### src/rtl/usbep_pkg.sv
package usbep_pkg;
   localparam int N_ERR  = 3;
   localparam int E_UNDER = 0;
   localparam int E_OVER  = 1;
   localparam int E_CRC   = 2;

   typedef enum logic [1:0] {
      EP_CTRL = 2'b00,
      EP_ISO  = 2'b01,
      EP_BULK = 2'b10,
      EP_INTR = 2'b11
   } ep_type_e;
endpackage

### src/rtl/usbep_bank_store.sv
module usbep_bank_store #(
   parameter int DEPTH = 8,
   parameter int DW    = 8
) (
   input  logic                       clk,
   input  logic                       rst_n,
   input  logic                       clr,
   input  logic                       push,
   input  logic [DW-1:0]              push_data,
   input  logic                       pop,
   output logic [DW-1:0]              rd_data,
   output logic [$clog2(DEPTH+1)-1:0] cnt,
   output logic [$clog2(DEPTH+1)-1:0] rd_ptr
);
   localparam int CW = $clog2(DEPTH + 1);
   localparam int AW = $clog2(DEPTH);
   localparam logic [CW-1:0] DEPTH_C = CW'(DEPTH);

   logic [DW-1:0] mem [DEPTH];

   always_ff @(posedge clk) begin
      if (!rst_n) begin
         cnt    <= '0;
         rd_ptr <= '0;
      end else if (clr) begin
         cnt    <= '0;
         rd_ptr <= '0;
      end else begin
         if (push) cnt    <= cnt + 1'b1;
         if (pop)  rd_ptr <= rd_ptr + 1'b1;
      end
   end

   always_ff @(posedge clk) begin
      if (push && !clr) mem[cnt[AW-1:0]] <= push_data;
   end

   assign rd_data = mem[rd_ptr[AW-1:0]];

   AST_STORE_NO_WRAP: assert property (@(posedge clk) disable iff (!rst_n)
      (push && !clr) |-> (cnt < DEPTH_C));
   AST_STORE_READ_HELD: assert property (@(posedge clk) disable iff (!rst_n)
      (pop && !clr) |-> (rd_ptr < cnt));
endmodule

### src/rtl/usbep_err_flags.sv
module usbep_err_flags #(
   parameter int N = 3
) (
   input  logic         clk,
   input  logic         rst_n,
   input  logic [N-1:0] set,
   input  logic [N-1:0] clr,
   input  logic [N-1:0] en,
   output logic [N-1:0] flags,
   output logic         irq
);
   for (genvar i = 0; i < N; i++) begin : g_flag
      always_ff @(posedge clk) begin
         if (!rst_n)      flags[i] <= 1'b0;
         else if (set[i]) flags[i] <= 1'b1;
         else if (clr[i]) flags[i] <= 1'b0;
      end

      AST_SET_WINS: assert property (@(posedge clk) disable iff (!rst_n)
         set[i] |=> flags[i]);
      AST_CLEAR_TAKES: assert property (@(posedge clk) disable iff (!rst_n)
         (clr[i] && !set[i]) |=> !flags[i]);
      AST_FLAG_STICKY: assert property (@(posedge clk) disable iff (!rst_n)
         (!clr[i] && !set[i]) |=> (flags[i] == $past(flags[i])));
   end

   assign irq = |(flags & en);
endmodule

### src/rtl/usbep_bank_mon.sv
module usbep_bank_mon
   import usbep_pkg::*;
#(
   parameter int BANK_BYTES = 8,
   parameter int DW         = 8,
   parameter int CW         = $clog2(BANK_BYTES + 1)
) (
   input  logic          clk,
   input  logic          rst_n,
   input  logic [1:0]    cfg_type,
   input  logic          cfg_dir_in,
   input  logic [CW-1:0] cfg_size,
   input  logic [2:0]    irq_en,
   input  logic          in_tok,
   input  logic          out_sop,
   input  logic          out_byte_vld,
   input  logic [DW-1:0] out_byte,
   input  logic          out_eop,
   input  logic          out_crc_bad,
   input  logic          cpu_wr,
   input  logic [DW-1:0] cpu_wdata,
   input  logic          cpu_rd,
   input  logic          cpu_ack,
   input  logic [2:0]    err_clr,
   output logic [DW-1:0] cpu_rdata,
   output logic          tx_vld,
   output logic [CW-1:0] tx_len,
   output logic          tx_zlp,
   output logic          tx_nak,
   output logic          cpu_access_ok,
   output logic          tx_bank_free,
   output logic          rx_ready,
   output logic [CW-1:0] bank_cnt,
   output logic [2:0]    err_flags,
   output logic          ep_irq
);
   localparam logic [CW-1:0] DEPTH_C = CW'(BANK_BYTES);

   if (BANK_BYTES < 2) begin : g_bad_depth
      $error("usbep_bank_mon: BANK_BYTES must be at least 2");
   end
   if (CW != $clog2(BANK_BYTES + 1)) begin : g_bad_cw
      $error("usbep_bank_mon: CW must match BANK_BYTES");
   end
   if (N_ERR != 3) begin : g_bad_nerr
      $error("usbep_bank_mon: flag vector width mismatch");
   end

   logic [CW-1:0] cap, cnt, rd_ptr;
   logic          iso, is_in, empty, full;
   logic          tok_v, sop_v, byte_v, eop_v, ack_v, wr_v, rd_v;
   logic          accepting, ovf_pend, rx_pend;
   logic          st_clr, st_push;
   logic [DW-1:0] st_data;
   logic [2:0]    ev_set;

   assign iso   = (cfg_type == EP_ISO);
   assign is_in = cfg_dir_in;
   assign cap   = (cfg_size == '0 || cfg_size > DEPTH_C) ? DEPTH_C : cfg_size;
   assign empty = (cnt == '0);
   assign full  = (cnt >= cap);

   // direction-qualified strobes
   assign tok_v  = in_tok && is_in;
   assign sop_v  = out_sop && !is_in;
   assign byte_v = out_byte_vld && !is_in && accepting;
   assign eop_v  = out_eop && !is_in && accepting;
   assign ack_v  = cpu_ack && !is_in && rx_pend;
   assign wr_v   = cpu_wr && is_in && !full && !tok_v;
   assign rd_v   = cpu_rd && cpu_access_ok && !is_in;

   assign cpu_access_ok = is_in ? !full : (rx_pend && (rd_ptr < cnt));
   assign tx_bank_free  = is_in && empty;
   assign rx_ready      = rx_pend;
   assign bank_cnt      = cnt;

   assign st_clr  = (tok_v && !empty) || (sop_v && !rx_pend) || ack_v;
   assign st_push = wr_v || (byte_v && !full);
   assign st_data = is_in ? cpu_wdata : out_byte;

   usbep_bank_store #(.DEPTH(BANK_BYTES), .DW(DW)) u_store (
      .clk       (clk),
      .rst_n     (rst_n),
      .clr       (st_clr),
      .push      (st_push),
      .push_data (st_data),
      .pop       (rd_v),
      .rd_data   (cpu_rdata),
      .cnt       (cnt),
      .rd_ptr    (rd_ptr)
   );

   // OUT packet reception state
   always_ff @(posedge clk) begin
      if (!rst_n) begin
         accepting <= 1'b0;
         ovf_pend  <= 1'b0;
         rx_pend   <= 1'b0;
      end else begin
         if (sop_v) begin
            accepting <= !rx_pend;
            if (!rx_pend) ovf_pend <= 1'b0;
         end else if (eop_v) begin
            accepting <= 1'b0;
         end
         if (byte_v && full) ovf_pend <= 1'b1;
         if (eop_v)          rx_pend  <= 1'b1;
         else if (ack_v)     rx_pend  <= 1'b0;
      end
   end

   // IN response
   always_ff @(posedge clk) begin
      if (!rst_n) begin
         tx_vld <= 1'b0;
         tx_len <= '0;
         tx_zlp <= 1'b0;
         tx_nak <= 1'b0;
      end else begin
         tx_vld <= tok_v;
         tx_len <= tok_v ? cnt : '0;
         tx_zlp <= tok_v && empty && iso;
         tx_nak <= tok_v && empty && !iso;
      end
   end

   assign ev_set[E_UNDER] = iso && ((tok_v && empty) || (sop_v && rx_pend));
   assign ev_set[E_OVER]  = eop_v && ovf_pend;
   assign ev_set[E_CRC]   = eop_v && iso && out_crc_bad;

   usbep_err_flags #(.N(N_ERR)) u_flags (
      .clk   (clk),
      .rst_n (rst_n),
      .set   (ev_set),
      .clr   (err_clr),
      .en    (irq_en),
      .flags (err_flags),
      .irq   (ep_irq)
   );

   AST_CNT_BOUNDED: assert property (@(posedge clk) disable iff (!rst_n)
      cnt <= DEPTH_C);
   AST_TX_AFTER_TOKEN: assert property (@(posedge clk) disable iff (!rst_n)
      tok_v |=> tx_vld);
   AST_ZLP_EMPTY: assert property (@(posedge clk) disable iff (!rst_n)
      tx_zlp |-> (tx_vld && tx_len == '0));
   AST_RX_ON_END: assert property (@(posedge clk) disable iff (!rst_n)
      eop_v |=> rx_ready);
   AST_UNDER_ISO_ONLY: assert property (@(posedge clk) disable iff (!rst_n)
      $rose(err_flags[E_UNDER]) |-> $past(iso));
   AST_DROP_KEEPS_BANK: assert property (@(posedge clk) disable iff (!rst_n)
      (sop_v && rx_pend && !cpu_rd && !cpu_ack) |=> $stable(bank_cnt));
   AST_CRC_ISO_ONLY: assert property (@(posedge clk) disable iff (!rst_n)
      $rose(err_flags[E_CRC]) |-> $past(iso));
   AST_IN_IGNORES_OUT: assert property (@(posedge clk) disable iff (!rst_n)
      (is_in && $past(is_in)) |-> !rx_ready || $past(rx_ready));
endmodule

### config.mk
export PLATFORM = sky130hd
export DESIGN_NAME = usbep_bank_mon
export DESIGN_NICKNAME = d
export VERILOG_FILES = /design/src/rtl/usbep_pkg.sv /design/src/rtl/usbep_bank_store.sv /design/src/rtl/usbep_err_flags.sv /design/src/rtl/usbep_bank_mon.sv
export SDC_FILE = /design/constraint.sdc
export NUM_CORES = 1
export LEC_CHECK = 0
export ABC_AREA = 1
export BUFFER_PORTS_ARGS = -buffer_cell sky130_fd_sc_hd__buf_2
export CAP_MARGIN = 15
export CORE_ASPECT_RATIO = 2
export CORE_MARGIN = 3
export CORE_UTILIZATION = 40
export CTS_CLUSTER_DIAMETER = 30
export DETAILED_ROUTE_END_ITERATION = 12
export PLACE_DENSITY = 0.7
export RECOVER_POWER = 100
export SLEW_MARGIN = 30
export SYNTH_ARGS = -nofsm -noshare
export SYNTH_HDL_FRONTEND = slang
export SYNTH_SLANG_ARGS = --single-unit
### constraint.sdc
create_clock -name clk -period 7.9 [get_ports clk]
set_input_delay 0.79 -clock clk [delete_from_list [all_inputs] [get_ports clk]]
set_output_delay 0.79 -clock clk [all_outputs]
set_load 0.005 [all_outputs]
==> qor.csv <==
metric;value;unit
outcome;finished, final reports clean;
number of setup buffers added after CTS;0;
final hold violation count;0;
Core Area;0.00914;mm²
proportion of layout cells with a drive suffix above 1;0.159;
maximum number of pins on one net before global-route repair;34;
Register-to-Register Path Depth;9;
Routed Wire Length;9.12;mm
kind of critical path;reg -> out;
Worst Setup Slack post-DPL;4.36;ns
Hold WC Path Type;reg -> reg;
Clk Latency, worst-skew pair;0.33;ns
via count;2899;
I/O pin cnt;65;
TritonCTS Buffers;9;
# clock sinks;88;
die area;0.0108;mm²
Routed Antenna Nets;0;
power per cell area;213;mW/mm²
least setup slack across all paths after layout;4.28;ns
slew at the pin closest to its max-slew limit;1.01;ns
met2 wire len;4.92;mm
buffer cell driving the clock tree root;clkbuf_16;
type of origin of the critical path;flip-flop;
Avg Cell Area, Syn;10.1;µm²
CTS tree;done;
area growth from synthesis to final layout;16.8;%
most frequent standard cell in the layout excluding fill and tap cells;nand2_1;
proportion of synthesized flip-flops having asynchronous set or reset;0;
max-cap check violation count;0;
type of element capturing the critical path;primary output;
DP HPWL;6.96;mm
NumNets Final;491;
post-route total power;0.954;mW
commonest cells after routing, fill and taps aside;nand2_1 (84), nor2_1 (73), edfxtp_1 (64), buf_2 (48), inv_1 (25);
maximum VDD drop;139;µV
EDFF count, synth;64;
Data required, critical path;7.11;ns
WHS Path Cells;2;
effective utilization at floorplan;0.419;
routed wl met3;511;µm
library cells used by synthesis;32;
count of TritonRoute iterations in the first routing pass;4;
Pins Over Slew Limit;0;
maximum fanout count along the critical path;33;
flip-flop and latch count after synthesis;88;
Met1 Wirelength;3.22;mm
number of remaining DRC errors;0;
die outline height;144;µm
leakage power;1.77;nW
deepest clock path buffer count;2;
Yosys warnings;0;
count of placed standard cells in the final layout, fillers left out;549;
setup repair after global routing missed its margin;false;
Wirelength per Cell;16.6;µm
share of the yosys chip area belonging to registers;0.628;
nets in the synthesized netlist;428;
antenna diode count;0;
vias in the first global route;2911;
overall die width;75.1;µm
Post-Synthesis Cell Area;0.00382;mm²
Clock Skew;0.00469;ns
H-Tree Depth;3;
total of buffers placed on input and output ports;64;
signal arrival time at the worst endpoint;2.83;ns
summed negative setup slack over all endpoints;0;ns
most used flip-flop cell after synthesis;edfxtp_1;
FMAX;0.276;GHz
number of placed cells counting well taps;533;
count of final setup violators;0;
count of hold-fix buffers inserted at cts;0;
number of instances resized during post-cts repair;0;
Final min period;3.62;ns
Total Routing Usage GR;0.181;
uppermost metal layer occupied by signal nets;met4;
final clock period utilization by the worst path;0.459;
number of core rows;49;
number of antenna violations at the first check in global routing;0;
cells after synthesis;379;
final global-route overflow total;0;
Reg clk slew, reported paths;0.06;ns
global-route wire length before repair;14.3;mm
normalized max-slew margin;0.329;
Layout Utilization;0.489;
average vias per placed instance;5.28;
violation count after the first detailed-routing iteration;229;
GPL Wtd Cong;0.844;
-- sequential cells by signal, summed over array words and instances (netlist names), named ones only --
name            flops
u_store.cnt         4
u_flags.flags       3
tx_vld              1
ovf_pend            1
tx_zlp              1
u_store.mem        64
tx_len              4
rx_ready            1
u_store.rd_ptr      4
accepting           1
tx_nak              1
-- layer usage --
layer,vias to the layer above,global-route usage
met3,29,0.0320
met5,-,0
met2,118,0.328
li1,1428,-
met1,1324,0.186
met4,0,0.109
-- final timing paths --
kind             startpoint                end  slack (ns)
max               flip-flop       cpu_rdata[0]        4.28
min                ovf_pend           ovf_pend        0.48
max reg2reg  u_store.cnt[0]  u_store.mem[2][6]        5.05
min reg2reg        ovf_pend           ovf_pend        0.48
-- final cells by class --
type                            instances  area [µm²]
Clock buffer                            9         225
Clock inverter                          7        55.1
Fill cell                             803        4670
Inverter                               28         105
Multi-Input combinational cell        251        1250
Sequential cell                        88        2400
Tap cell                              102         128
Timing Repair Buffer                   64         302
-- cell usage after synthesis, types with 2 or more instances --
cell | number | area [µm²]
ha_1 | 10 | 125
nand2_1 | 83 | 312
inv_1 | 20 | 75.1
clkbuf_1 | 7 | 26.3
nand4_1 | 5 | 31.3
o32ai_1 | 16 | 140
o21ai_1 | 3 | 15.0
nand2_2 | 2 | 12.5
dfxtp_1 | 24 | 480
edfxtp_1 | 64 | 1920
nand3_1 | 10 | 50.1
nor2_1 | 71 | 267
nor3_1 | 4 | 20.0
nor2_2 | 2 | 12.5
buf_2 | 4 | 20.0
nand3_2 | 2 | 20.0
a21oi_1 | 12 | 60.1
xor2_1 | 3 | 26.3
inv_2 | 7 | 26.3
o21ai_0 | 18 | 90.1
-- logic make-up (layout without fill, tap and decap cells) --
kind of cell	Yosys count	after routing	share of synthesized area
xor+xnor	4	4	0.00916
fa+ha+maj	10	10	0.0327
compound gates	55	55	0.0916
flops	88	88	0.628
buf+inv	40	108	0.0416
simple gates	182	182	0.197
-- power by group --
group | internal (mW) | switching, mW
Sequential | 0.501 | 0.00246
Combinational | 0.0182 | 0.0375
Clock | 0.217 | 0.177
-- worst max-delay path: stages (launching register included) --
cell      delay, ns
dfxtp_1        0.98
inv_1          0.72
nor2_1         0.29
o32ai_1        0.13
nand2_1        0.18
nand2_1        0.08
clkbuf_1       0.11
-- through the flow --
step	hold slack [ns]	cell area, µm²
after floorplan	0.439	3820
after global placement	0.461	4220
after detailed placement	0.469	4220
after CTS	0.479	4500
after global routing	0.508	4470
final	0.480	4470
No activity file was read; power rests on OpenSTA's default activity.
